--- src/rtl/rxq_pkg.sv ---
package rxq_pkg;
    typedef enum logic {
        THR_ONE  = 1'b0,
        THR_HALF = 1'b1
    } thr_sel_e;
endpackage

--- src/rtl/rxq_store.sv ---
module rxq_store #(
    parameter int DEPTH  = 8,
    parameter int DATA_W = 8,
    parameter int CNT_W  = $clog2(DEPTH + 1)
) (
    input  logic              clk,
    input  logic              rst_n,
    input  logic              wr_req,
    input  logic [DATA_W-1:0] wr_data,
    input  logic              rd_req,
    output logic [DATA_W-1:0] rd_data,
    output logic [CNT_W-1:0]  level,
    output logic              pop_ok,
    output logic              drop
);
    localparam int PTR_W = (DEPTH > 1) ? $clog2(DEPTH) : 1;
    localparam logic [CNT_W-1:0] FULL_LVL = CNT_W'(DEPTH);
    localparam logic [PTR_W-1:0] LAST_PTR = PTR_W'(DEPTH - 1);

    typedef struct packed {
        logic [PTR_W-1:0] wp;
        logic [PTR_W-1:0] rp;
        logic [CNT_W-1:0] cnt;
    } store_t;

    store_t st_d, st_q;
    logic [DATA_W-1:0] mem_q [DEPTH];
    logic push_ok;

    always_comb begin
        pop_ok  = rd_req && (st_q.cnt != '0);
        push_ok = wr_req && ((st_q.cnt != FULL_LVL) || pop_ok);
        drop    = wr_req && !push_ok;
        st_d    = st_q;
        if (push_ok) st_d.wp = (st_q.wp == LAST_PTR) ? '0 : st_q.wp + 1'b1;
        if (pop_ok)  st_d.rp = (st_q.rp == LAST_PTR) ? '0 : st_q.rp + 1'b1;
        if (push_ok && !pop_ok)      st_d.cnt = st_q.cnt + 1'b1;
        else if (pop_ok && !push_ok) st_d.cnt = st_q.cnt - 1'b1;
    end

    always_ff @(posedge clk) begin
        if (!rst_n) st_q <= '0;
        else        st_q <= st_d;
    end

    always_ff @(posedge clk) begin
        if (push_ok) mem_q[st_q.wp] <= wr_data;
    end

    assign rd_data = mem_q[st_q.rp];
    assign level   = st_q.cnt;

    assert_level_bound_R3: assert property (@(posedge clk) disable iff (!rst_n)
        level <= FULL_LVL);
    assert_drop_keeps_full_R5: assert property (@(posedge clk) disable iff (!rst_n)
        drop |=> (level == FULL_LVL));
endmodule

--- src/rtl/rxq_gap_timer.sv ---
module rxq_gap_timer #(
    parameter int TMO_W = 8
) (
    input  logic             clk,
    input  logic             rst_n,
    input  logic             restart,
    input  logic             armed,
    input  logic             tick,
    input  logic             clear,
    input  logic [TMO_W-1:0] limit,
    output logic             irq
);
    typedef struct packed {
        logic [TMO_W-1:0] cnt;
        logic             irq;
    } gap_t;

    gap_t g_d, g_q;
    logic [TMO_W:0] cnt_inc;

    always_comb begin
        g_d     = g_q;
        cnt_inc = {1'b0, g_q.cnt} + 1'b1;
        if (restart || !armed) begin
            g_d.cnt = '0;
        end else if (tick && (g_q.cnt != '1)) begin
            g_d.cnt = g_q.cnt + 1'b1;
        end
        if (clear) begin
            g_d.irq = 1'b0;
        end else if (!restart && armed && tick && (limit != '0)
                     && (cnt_inc >= {1'b0, limit})) begin
            g_d.irq = 1'b1;
        end
    end

    always_ff @(posedge clk) begin
        if (!rst_n) g_q <= '0;
        else        g_q <= g_d;
    end

    assign irq = g_q.irq;

    assert_restart_blocks_R7: assert property (@(posedge clk) disable iff (!rst_n)
        restart |=> !$rose(irq));
    assert_clear_drops_R8: assert property (@(posedge clk) disable iff (!rst_n)
        clear |=> !irq);
endmodule

--- src/rtl/rx_byte_queue.sv ---
module rx_byte_queue
    import rxq_pkg::*;
#(
    parameter int DEPTH  = 8,
    parameter int DATA_W = 8,
    parameter int TMO_W  = 8
) (
    input  logic                         clk,
    input  logic                         rst_n,
    input  logic                         in_valid,
    input  logic [DATA_W-1:0]            in_data,
    input  logic                         char_tick,
    input  logic                         rd_en,
    input  logic                         stat_rd,
    input  logic                         cfg_half,
    input  logic [TMO_W-1:0]             cfg_gap,
    output logic [DATA_W-1:0]            rd_data,
    output logic [$clog2(DEPTH+1)-1:0]   level,
    output logic                         thr_irq,
    output logic                         tmo_irq,
    output logic                         overrun
);
    localparam int CNT_W = $clog2(DEPTH + 1);
    localparam logic [CNT_W-1:0] HALF_LVL = CNT_W'(DEPTH / 2);
    localparam logic [CNT_W-1:0] ONE_LVL  = CNT_W'(1);
    localparam logic [CNT_W-1:0] FULL_LVL = CNT_W'(DEPTH);

    typedef struct packed {
        logic ovr;
    } flag_t;

    flag_t f_d, f_q;
    logic pop_ok, drop;
    logic [CNT_W-1:0] thr_lvl;
    thr_sel_e thr_sel;

    rxq_store #(.DEPTH(DEPTH), .DATA_W(DATA_W), .CNT_W(CNT_W)) u_store (
        .clk     (clk),
        .rst_n   (rst_n),
        .wr_req  (in_valid),
        .wr_data (in_data),
        .rd_req  (rd_en),
        .rd_data (rd_data),
        .level   (level),
        .pop_ok  (pop_ok),
        .drop    (drop)
    );

    rxq_gap_timer #(.TMO_W(TMO_W)) u_gap (
        .clk     (clk),
        .rst_n   (rst_n),
        .restart (in_valid || pop_ok),
        .armed   (level != '0),
        .tick    (char_tick),
        .clear   (pop_ok),
        .limit   (cfg_gap),
        .irq     (tmo_irq)
    );

    always_comb begin
        thr_sel = thr_sel_e'(cfg_half);
        thr_lvl = (thr_sel == THR_HALF) ? HALF_LVL : ONE_LVL;
        thr_irq = (level >= thr_lvl);
        f_d     = f_q;
        if (drop)         f_d.ovr = 1'b1;
        else if (stat_rd) f_d.ovr = 1'b0;
    end

    always_ff @(posedge clk) begin
        if (!rst_n) f_q <= '0;
        else        f_q <= f_d;
    end

    assign overrun = f_q.ovr;

    assert_overrun_set_R5: assert property (@(posedge clk) disable iff (!rst_n)
        (in_valid && (level == FULL_LVL) && !rd_en) |=> overrun);
    assert_tmo_needs_data_R6: assert property (@(posedge clk) disable iff (!rst_n)
        tmo_irq |-> (level != '0));
endmodule

--- config.mk ---
export PLATFORM = sky130hd
export DESIGN_NAME = rx_byte_queue
export DESIGN_NICKNAME = d
export VERILOG_FILES = /design/src/rtl/rxq_pkg.sv /design/src/rtl/rxq_store.sv /design/src/rtl/rxq_gap_timer.sv /design/src/rtl/rx_byte_queue.sv
export SDC_FILE = /design/constraint.sdc
export NUM_CORES = 1
export LEC_CHECK = 0
export CELL_PAD_IN_SITES_DETAIL_PLACEMENT = 0
export CELL_PAD_IN_SITES_GLOBAL_PLACEMENT = 1
export CORE_MARGIN = 2
export CORE_UTILIZATION = 35
export CTS_CLUSTER_DIAMETER = 30
export CTS_CLUSTER_SIZE = 20
export DETAILED_ROUTE_END_ITERATION = 7
export PLACE_DENSITY_LB_ADDON = 0.1
export SLEW_MARGIN = 20
export SYNTH_ARGS = -nofsm -noshare
export SYNTH_HDL_FRONTEND = slang
export SYNTH_SLANG_ARGS = --single-unit
--- constraint.sdc ---
create_clock -name clk -period 6.6 [get_ports clk]
set_clock_uncertainty 0.1 [all_clocks]
set_input_delay 0.66 -clock clk [delete_from_list [all_inputs] [get_ports clk]]
set_output_delay 0.66 -clock clk [all_outputs]
set_load 0.005 [all_outputs]
-- Word-level counts from Yosys, hierarchy flattened
Memory sizes are Yosys's and may differ from the RTL's. A register that Yosys moved wholly into a read port is not among the register bits.
Index checks and enable logic that the tools add are counted.
- bits in registers: 20
- bits in writable memories: 64
- input bits: 23
- output and inout port bits: 15
- logic and storage cells: 54
- memories: 1
- add/sub/neg operators: 6
- order comparisons: 2
- equality and inequality tests: 4
- mux-type cells: 11
- bitwise gates (word level): 1
- reduce and logical (&&, ||, !) cells: 23
- memories (name ; words ; width ; rd ports ; clocked after Yosys merged registers in ; write ports ; RTL line ; RTL):
    u_store.mem_q ; 8 ; 8 ; 1 ; 1 ; 1 ; rxq_store.sv:27 ; logic [DATA_W-1:0] mem_q [DEPTH];
- operator list (cell ; count):
    $mux 3 ; 5
    $logic_and 1x1->1 ; 10
    $add 8x1->9 const B ; 1
    $ge 9x8->1 ; 1
    $add 8x1->8 const B ; 1
    $mux 4 ; 2
    $ne 8x8->1 const B ; 1
    $reduce_bool 8->1 ; 1
    $add 3x1->3 const B ; 2
    $eq 3x3->1 const B ; 2
    $add 4x1->4 const B ; 1
    $ge 4x3->1 ; 1
    $logic_not 1->1 ; 4
    $mux 1 ; 4
    $ne 4x4->1 const B ; 1
    $reduce_bool 2->1 ; 2
    $reduce_bool 4->1 ; 1
    $reduce_or 2->1 ; 2
    $sub 4x1->4 const B ; 1
    $logic_or 1x1->1 ; 3
    $not 1->1 ; 1

-- Logic depth before layout (Yosys ltp)
- depth in word-level cells: 8
- mapped depth: 10
- gate-level depth less buffers: 10

-- Modules after synthesis
Synthesis repeated with hierarchy kept, for this count alone.
- cell total of the unflattened synthesis: 269
- area, all modules: 3991.3 µm²
- by module, submodules not included (module ; instances ; cells an instance ; area an instance (µm²) ; sequential area each (µm²)):
    rxq_store ; 1 ; 173 ; 3194.3 ; 2182.1
    rxq_gap_timer ; 1 ; 85 ; 699.4 ; 180.2
    rx_byte_queue ; 1 ; 11 ; 97.6 ; 20.0

-- Worst setup path after synthesis
OpenSTA, ideal clock, no wires.
- path type: input port to flip-flop
- start point: input port rd_en
- end point: register u_store.st_q, in the netlist u_store.level[3]
- setup time: 72 ps
- arrival time: 2353 ps
- data required time: 6428 ps
- slack: 4075 ps
- stages on the path: 10
- path buffers: 0
- cells stage by stage: nand2b_1 o21ai_2 inv_1 ha_1 inv_1 ha_1 a21oi_1 a211oi_1 a31oi_1 mux2i_1
- longest elaborated chain between the ends: 6
- elaborated cells between the ends (all ways): 9
- RTL lines (item ; RTL line ; RTL):
    from (decl) ; rx_byte_queue.sv:13 ; input logic rd_en,
    $logic_and 1x1->1 (*) ; rxq_store.sv:31 ; pop_ok = rd_req && (st_q.cnt != '0);
    $logic_or 1x1->1 (*) ; rxq_store.sv:32 ; push_ok = wr_req && ((st_q.cnt != FULL_LVL) || pop_ok);
    $logic_and 1x1->1 (*) ; rxq_store.sv:32 ;
    via u_store.push_ok ; rxq_store.sv:28 ; logic push_ok;
    $logic_not 1->1 ; rxq_store.sv:38 ; else if (pop_ok && !push_ok) st_d.cnt = st_q.cnt - 1'b1;
    $logic_and 1x1->1 ; rxq_store.sv:38 ;
    $reduce_bool 2->1 (no source line) ; -- ;
    to (signal assigned) ; rxq_store.sv:43 ; else st_q <= st_d;
    to (decl) ; rxq_store.sv:26 ; store_t st_d, st_q;
The timed path passes the listed nets; every way through them passes the cells marked *.
A chain may end at the register's enable or synchronous reset.

==> results.json <==
{
  "status": "complete, no violations",
  "rsz0062_at_grt": "no",
  "pwr-share-clk_pct": 34.1,
  "cts.path.max_buffers": 2,
  "hold_class": "reg2reg",
  "comb_power_share_pct": 20.2,
  "crit_chain": "mux4_1, mux2_2, clkdlybuf4s50_1",
  "antenna_cells": 0,
  "synth-edff-count": 64,
  "grt_pass1_vias": 2357,
  "fin_cells": 448,
  "fin_crit_sh_pct": 52.2,
  "grt_max_degree": 17,
  "coreArea_um2": 10900,
  "nets": 345,
  "die_y_um": 111,
  "layout_commonest_cell": "edfxtp_1",
  "synth_compound_area_share_pct": 5.54,
  "syn_area_um2": 3970,
  "slew_headroom_pct": 29.8,
  "antenna_found_initial": 0,
  "post_cts_buffers": 0,
  "tightest_slew_ns": 1.05,
  "synth_top_family_by_area": "multiplexers",
  "synth_nets": 307,
  "grt_usage_pct": 12.7,
  "drt-total-wl_mm": 7.54,
  "dpl_cell_area_um2": 4470,
  "synth_cell_type_count": 46,
  "dr.pass1.iters": 5,
  "p_sw_mw": 0.368,
  "vias": 2224,
  "slowest_delay_ns": 0.96,
  "yosys.area.top_type": "edfxtp_1",
  "synth-simple-area-share_pct": 8.82,
  "place_congestion": 0.673,
  "finalHoldViolations": 0,
  "p_per_area_nw_per_um2": 309,
  "layout_common_cells": "edfxtp_1 (64), clkdlybuf4s50_1 (37), dfxtp_1 (23), ha_1 (18)",
  "avgViaCountPerCell": 4.96,
  "cp_top_family": "flip-flops",
  "end_kind": "output port",
  "antenna_left": 0,
  "max_cap_viol_count": 0,
  "final_util_pct": 43.6,
  "die_w_um": 111,
  "wire_per_inst_um": 16.8,
  "syn_area_per_cell_um2": 15.0,
  "drtIter0Drc": 120,
  "cts_tree": "yes",
  "synthMuxAreaShare_pct": 14.0,
  "p_sw_share_pct": 25.0,
  "drc": 0,
  "yosys_warnings": 0,
  "p_leak_nw": 1.69,
  "clock_latency_ns": 0.33,
  "fin_crit_ns": 3.45,
  "internal_power_mw": 1.10,
  "synthFlopType": "edfxtp_1",
  "slew_violations": 0,
  "root_buffer": "clkbuf_16",
  "path_buf_inv": 1,
  "gr-total-overflow": 0,
  "required_ns": 5.84,
  "io_buffers": 37,
  "cp_data_arrival_time_ns": 2.69,
  "cp_slowest_cell": "dfxtp_1",
  "power_frac_seq_pct": 45.8,
  "postCtsResizedCells": 0,
  "pin_count": 38,
  "path_clk_slew_ns": 0.06,
  "worstSetupPathType": "reg2out",
  "die_area_um2": 12200,
  "hpwl_mm": 4.91,
  "start_kind": "register",
  "setup_viol": 0,
  "drive_above_1_share_pct": 12.0,
  "design_area_um2": 4770,
  "syn_to_final_growth_pct": 20.0,
  "synth_fa_ha_area_share_pct": 6.17,
  "syn_inst": 265,
  "netlist_top_cells_area": "edfxtp_1 (48%), dfxtp_1 (12%), mux4_1 (9.9%)",
  "synth-xor-area-share_pct": 2.20,
  "initial_core_util_pct": 36.3,
  "post-synth-top-area-fraction_pct": 48.4,
  "cp_max_fo": 16,
  "grt_pass1_wl_mm": 12.1,
  "max_freq_ghz": 0.290,
  "cts.htree.levels": 3,
  "ys_ff_latch": 87,
  "cts_hold_buf": 0,
  "placed_cells": 432,
  "numCtsBuffers": 9,
  "peakVddDrop_mv": 0.129,
  "async_flop_share_pct": 0,
  "synth_seq_area_share_pct": 59.9,
  "setup_tns_ns": 0,
  "cts.sinks": 87,
  "num_rows": 38
}
==> cells in the mapped netlist, types with 3 or more instances <==
| cell | n |
|---|---|
| edfxtp_1 | 64 |
| dfxtp_1 | 23 |
| ha_1 | 18 |
| mux4_1 | 15 |
| nand2_1 | 15 |
| inv_1 | 12 |
| nor2_1 | 12 |
| mux2_2 | 8 |
| nor3_1 | 8 |
| a21oi_1 | 6 |
| mux2i_1 | 5 |
| nand2b_1 | 5 |
| nand3_1 | 5 |
| xnor2_1 | 5 |
| xor2_1 | 5 |
| a21boi_0 | 4 |
| buf_4 | 4 |
| nor2b_1 | 4 |
| nor4_1 | 4 |
| o21ai_0 | 4 |
| or3_1 | 4 |
| clkbuf_1 | 3 |
==> path summary, 6_finish.rpt <==
kind | startpoint | to | slack [ns] | depth (start not counted)
worst max register to register | u_store.level[1]$_SDFFE_PN0P_ | u_store.level[3]$_SDFFE_PN0P_ | 3.75 | 10
worst max-delay path | register | rd_data[7] | 3.15 | 3
worst min-delay path | u_gap.g_q[6]$_SDFFE_PP0P_ | u_gap.g_q[6]$_SDFFE_PP0P_ | 0.41 | 2
worst min register to register | u_gap.g_q[6]$_SDFFE_PP0P_ | u_gap.g_q[6]$_SDFFE_PP0P_ | 0.41 | 2
==> metal layers <==
metal | share of wire, % | global-route usage, %
met1 | 47 | 16.6
met2 | 49 | 21.0
met3 | 3.3 | 3.02
met4 | 0.81 | 4.08
met5 | 0 | 0
==> flip-flops by register name, summed over array words and instances, names as in the netlist, named ones only <==
name and count:
overrun 1, u_gap.g_q 8, u_gap.irq 1, u_store.level 4, u_store.mem_q 64, u_store.st_q 6
==> through the flow <==
stage / hold WS [ns] / worst slack [ns] / power [mW]
5_1_grt: 0.461 / 3.02 / 1.55
3_3_place_gp: 0.402 / 3.25 / 0.988
2_1_floorplan: 0.376 / 4.08 / 0.882
6_report: 0.414 / 3.15 / 1.47
4_1_cts: 0.424 / 3.09 / 1.50
3_5_place_dp: 0.409 / 3.20 / 0.990
==> kinds of logic (layout without fill, tap and decap cells) <==
kind of cell,after synthesis,count (layout)
AO/OA/AOI/OAI,30,30
XOR/XNOR,10,10
flip-flops,87,87
multiplexers,29,29
adder cells (fa/ha/maj),19,19
AND/OR/NAND/NOR,66,66
buffers and inverters,24,67
==> area by class of cell <==
cell class	instances	area, um2
sequential	87	2380
fill	1035	6170
tap	140	175
clock inverter	6	70.1
timing repair buffer	39	385
inverter	12	45.0
clock buffer	10	229
multi-input combinational	154	1480
==> worst min-delay path: stages (launching register included) <==
cell and delay, ns:
dfxtp_1 0.34, o21ai_0 0.08, a21oi_1 0.06
==> power groups by stage <==
stage	clock network, mW	registers [mW]	logic, mW
floorplan	0	0.652	0.230
global placement	0	0.689	0.299
detailed placement	0	0.689	0.301
CTS	0.516	0.677	0.303
global route	0.538	0.682	0.330
finish	0.502	0.674	0.297
Power figures use the tool's default switching activity.
